[src/rtl/sprite_scaler_pkg.sv]
package sprite_scaler_pkg;
  localparam int COLS = 12;
  localparam int ROWS = 16;
  localparam int CW   = $clog2(COLS);
  localparam int RW   = $clog2(ROWS);

  typedef logic [1:0] shift_t;

  // size code -> log2 of magnification; reserved value maps to normal
  function automatic shift_t code_to_shift(input logic [1:0] code);
    case (code)
      2'b01:   code_to_shift = 2'd1;
      2'b11:   code_to_shift = 2'd2;
      default: code_to_shift = 2'd0;
    endcase
  endfunction
endpackage

[src/rtl/size_latch.sv]
module size_latch
  import sprite_scaler_pkg::*;
(
  input  logic       clk,
  input  logic       rst,
  input  logic       frame_start,
  input  logic [1:0] size_code,
  output shift_t     shift
);
  always_ff @(posedge clk) begin
    if (rst)              shift <= 2'd0;
    else if (frame_start) shift <= code_to_shift(size_code);
  end
endmodule

[src/rtl/span_map.sv]
module span_map #(
  parameter int W    = 10,
  parameter int IW   = 4,
  parameter int BASE = 12
) (
  input  logic [W-1:0]  pos,
  input  logic [W-1:0]  org,
  input  logic [1:0]    shift,
  output logic          in_span,
  output logic [IW-1:0] idx
);
  localparam logic [W-1:0] BASE_W = W'(BASE);

  logic [W-1:0] diff;
  logic [W-1:0] extent;
  logic [W-1:0] scaled;

  always_comb begin
    diff    = pos - org;
    extent  = BASE_W << shift;
    scaled  = diff >> shift;
    in_span = (pos >= org) && (diff < extent);
    idx     = in_span ? scaled[IW-1:0] : '0;
  end
endmodule

[src/rtl/sprite_scaler.sv]
module sprite_scaler
  import sprite_scaler_pkg::*;
#(
  parameter int HW = 10,
  parameter int VW = 10
) (
  input  logic          clk,
  input  logic          rst,
  input  logic          pix_en,
  input  logic          frame_start,
  input  logic [HW-1:0] hpos,
  input  logic [VW-1:0] vpos,
  input  logic [HW-1:0] org_x,
  input  logic [VW-1:0] org_y,
  input  logic [1:0]    size_code,
  output logic [CW-1:0] pat_col,
  output logic [RW-1:0] pat_row,
  output logic          spr_active
);
  shift_t        shift;
  logic          h_in, v_in;
  logic [CW-1:0] col_n;
  logic [RW-1:0] row_n;

  size_latch u_size (
    .clk(clk), .rst(rst), .frame_start(frame_start),
    .size_code(size_code), .shift(shift)
  );

  span_map #(.W(HW), .IW(CW), .BASE(COLS)) u_h (
    .pos(hpos), .org(org_x), .shift(shift), .in_span(h_in), .idx(col_n)
  );

  span_map #(.W(VW), .IW(RW), .BASE(ROWS)) u_v (
    .pos(vpos), .org(org_y), .shift(shift), .in_span(v_in), .idx(row_n)
  );

  always_ff @(posedge clk) begin
    if (rst) begin
      spr_active <= 1'b0;
      pat_col    <= '0;
      pat_row    <= '0;
    end else if (pix_en) begin
      spr_active <= h_in && v_in;
      pat_col    <= (h_in && v_in) ? col_n : '0;
      pat_row    <= (h_in && v_in) ? row_n : '0;
    end
  end
endmodule

[config.mk]
export PLATFORM = sky130hd
export DESIGN_NAME = sprite_scaler
export DESIGN_NICKNAME = d
export VERILOG_FILES = /design/src/rtl/sprite_scaler_pkg.sv /design/src/rtl/size_latch.sv /design/src/rtl/span_map.sv /design/src/rtl/sprite_scaler.sv
export SDC_FILE = /design/constraint.sdc
export NUM_CORES = 1
export LEC_CHECK = 0
export BUFFER_PORTS_ARGS = -buffer_cell sky130_fd_sc_hd__buf_2
export CORE_AREA = 2 2 65 67
export DETAILED_ROUTE_END_ITERATION = 16
export DIE_AREA = 0 0 67 69
export PLACE_DENSITY = 0.75
export SLEW_MARGIN = 5
export SYNTH_ARGS = -nofsm -noshare
export SYNTH_HDL_FRONTEND = slang
export SYNTH_SLANG_ARGS = --single-unit
[constraint.sdc]
create_clock -name clk -period 4 [get_ports clk]
set_input_delay 0.8 -clock clk [delete_from_list [all_inputs] [get_ports clk]]
set_output_delay 0.8 -clock clk [all_outputs]
set_load 0.005 [all_outputs]
==> summary.md <==
| Metric | Value |
|---|---|
| Io pins | `55` |
| Routed wire per std cell | `11.7 um` |
| Fin nets | `379` |
| Num CTS Buffers | `3` |
| Worst-margin pin slew | `0.722 ns` |
| FFs w/ async S/R, synth | `0%` |
| Distinct cells, synth | `46` |
| DRC viols | `0` |
| Syn Inst Count | `214` |
| Post-synth EDFFs | `0` |
| Placed cell area | `2280 um^2` |
| Final worst path period need | `3.84 ns` |
| #FFs+latches synth | `11` |
| Max-Slew Margin vs Limit | `51.4%` |
| Chip height | `69 um` |
| Yosys Warn Count | `0` |
| Initial Utilization | `45.4%` |
| Initial DRT Pass Iterations | `4` |
| Std cell rows | `23` |
| Mapped Area | `1780 um^2` |
| R2R cell count | `11` |
| Total GRT Usage | `18.6%` |
| Root cell of the clock tree | `clkbuf_8` |
| Chip width | `67 um` |
| Pins Over Slew Limit | `0` |
| Kind of critical path | `in -> reg` |
| CP Data Arrival Time | `4.02 ns` |
| Buffer depth of the longest clock path | `2` |
| HP Class | `reg -> reg` |
| WP data required | `4.18 ns` |
| Min-delay src | `spr_active$_SDFFE_PP0P_` |
| Initial antenna violation count | `0` |
| Tcrit/Tclk final | `96.1%` |
| Final Skew | `0.000516 ns` |
| GPL Wtd Cong | `0.776` |
| Reg-to-reg critical path endpoint | `pat_row[1]$_SDFFE_PP0P_` |
| Maximum Capacitance Violations | `0` |
| Layout cell share with drive strength beyond 1 | `37.2%` |
| Max Freq | `260 MHz` |
| Via count | `1821` |
| Min Hold Slack | `0.454 ns` |
| Internal | `0.348 mW` |
| Logic gate share of total power | `58.9%` |
| CP startpoint | `vpos[1]` |
| Post-Syn Nets | `296` |
| Die ar. | `4620 um^2` |
| Leakage | `1.26 nW` |
| Startpoint types | `primary input` |
| DP HPWL | `3310 um` |
| IO Port Bufs | `54` |
| Final core occ | `62.6%` |
| # H-tree levels | `1` |
| Clock sinks | `11` |
| RSZ-0062 raised after global routing | `true` |
| Post-DRT Antenna Nets | `0` |
| Worst setup path endpoint | `pat_row[1]$_SDFFE_PP0P_` |
| Ys flop type | `dfxtp_1` |
| CP Max Fanout | `5` |
| P&R area growth vs syn | `38.1%` |
| Syn avg cell area | `8.30 um^2` |
| Clk slew on worst S/H paths | `0.05 ns` |
| Worst reg-to-reg setup slack | `0.77 ns` |
| DR iter-0 viols | `55` |
| Final-report setup violation count | `0` |
| Setup TNS | `0 ns` |
| Final-report hold violation count | `0` |
| First-pass GRT wire length | `7110 um` |
| Number of global-route vias before repair | `1738` |
| Clock share of power | `20.0%` |
| Seq/Total Area, Yosys | `12.4%` |
| DR vias/cell | `5.26` |
| Clk Latency, worst-skew pair | `0.23 ns` |
| Routed wire length | `4050 um` |
| Worst setup margin | `0.155 ns` |
| P_sw | `0.192 mW` |
| Core Region | `3910 um^2` |
| Fin area | `2450 um^2` |
| Clock tree from TritonCTS | `built` |
| Outcome | `complete, no violations` |
| Seq pwr share | `21.1%` |
| Reg-to-reg critical path startpoint | `u_size.shift[1]$_SDFFE_PP0P_` |
| Crit. End Element | `flip-flop` |
| GR Overflow Total | `0` |
| Sw Ratio | `35.5%` |
| Pwr per Cell Area | `220 nW/um^2` |
| Antenna Cells | `0` |
| Largest net degree at the start of global routing | `16` |
| Max VDD drop | `75.9 uV` |
| DP Worst Slack | `-0.399 ns` |
metal layers:
metal	share of wire, %	global-route usage, %	up-vias	routed length, um
li1	-	-	950	-
met1	49	25.9	839	1980
met2	48	31.2	30	1960
met3	2.6	0.979	2	106
met4	0.17	4.08	0	7
met5	0	0	-	0
timing repair:
action,CTS,global route
setup endpoints to repair,9,9
pin swaps,5,23
hold buffers,0,0
gates cloned,1,0
buffers inserted,0,2
resized for setup,3,22
flip-flops by register name, indices dropped and copies added, names as in the netlist:
register and flops:
spr_active 1, u_size.shift 2, pat_col 4, pat_row 4
power by group through the flow:
stage / Sequential [mW] / Clock, mW / Combinational (mW)
after floorplan: 0.114 / 0 / 0.195
after global placement: 0.116 / 0 / 0.287
after detailed placement: 0.116 / 0 / 0.293
after CTS: 0.114 / 0.110 / 0.300
after global routing: 0.114 / 0.116 / 0.359
final: 0.114 / 0.108 / 0.318
layout make-up:
type	count	area (um^2)
Clock buffer	4	45.0
Fill cell	370	1460
Inverter	34	133
Multi-Input combinational cell	166	1500
Sequential cell	11	220
Tap cell	50	62.6
Timing Repair Buffer	81	492
how the worst min path moves through the flow:
stage | endpoint | slack (ns) | cells past startpoint
floorplan | spr_active$_SDFFE_PP0P_ | 0.45 | 1
global placement | spr_active$_SDFFE_PP0P_ | 0.44 | 1
detailed placement | spr_active$_SDFFE_PP0P_ | 0.44 | 1
CTS | spr_active$_SDFFE_PP0P_ | 0.45 | 1
global route | spr_active$_SDFFE_PP0P_ | 0.47 | 1
finish | spr_active$_SDFFE_PP0P_ | 0.45 | 1
metrics by stage:
step                cells  total power, mW
detailed placement    339            0.409
finish                346            0.539
CTS                   344            0.524
floorplan             214            0.308
global route          346            0.588
global placement      339            0.403
critical path, cell delays in order:
cell and delay (ns):
buf_6 0.10, ha_4 0.26, nor2b_4 0.14, o211ai_1 0.11, a21boi_2 0.20, nor2_2 0.06, o21bai_1 0.16, a21oi_1 0.10
xnor2_1 0.15, ha_2 0.20, nor4b_2 0.27, o311a_1 0.19, nand4_1 0.06, or4_4 0.43, a2111oi_4 0.38, o211a_4 0.27
a22o_1 0.13
logic make-up (layout without fill, tap and decap cells):
logic type      count (synthesis)  count (layout)  share of synthesized area (%)
fa+ha+maj                      36              36                           26.2
simple gates                   47              47                           14.6
buf+inv                        38             119                           8.46
compound gates                 63              64                           25.5
flops                          11              11                           12.4
xor+xnor                       11              11                           5.43
mux                             8               8                           7.40
Yosys cell counts (3+ instances only):
cell | n | area, um^2
ha_1 | 34 | 425
xor2_1 | 3 | 26.3
nand4_1 | 3 | 18.8
nor2b_1 | 6 | 37.5
nor4b_1 | 3 | 26.3
xnor2_1 | 8 | 70.1
nand2b_1 | 4 | 25.0
inv_1 | 33 | 124
a21o_1 | 5 | 37.5
o22ai_1 | 3 | 18.8
a22o_1 | 8 | 70.1
nand3b_1 | 3 | 22.5
nand2_1 | 7 | 26.3
mux4_2 | 4 | 90.1
dfxtp_1 | 11 | 220
o21ai_0 | 7 | 35.0
o21a_1 | 4 | 30.0
nor2_1 | 12 | 45.0
clkbuf_1 | 3 | 11.3
mux2i_1 | 3 | 30.0
o211ai_1 | 3 | 22.5
a21oi_1 | 17 | 85.1
placed cells by master (no fill, tap or decap), types with 3 or more instances in the layout:
cell	Yosys	final
nand3b_1	3	3
buf_4	0	27
nand4_1	3	3
xnor2_1	8	8
o21a_1	4	4
nor2b_1	6	5
o21ai_0	7	7
o22ai_1	3	3
buf_2	0	51
nand2_1	7	6
a21o_1	5	5
a21oi_1	17	17
inv_1	33	30
buf_6	1	3
mux2i_1	3	3
a22o_1	8	8
nor2_1	12	11
dfxtp_1	11	11
nand2b_1	4	4
o211ai_1	3	3
mux4_2	4	4
clkbuf_8	0	3
ha_1	34	30
No activity file was read; power rests on OpenSTA's default activity.
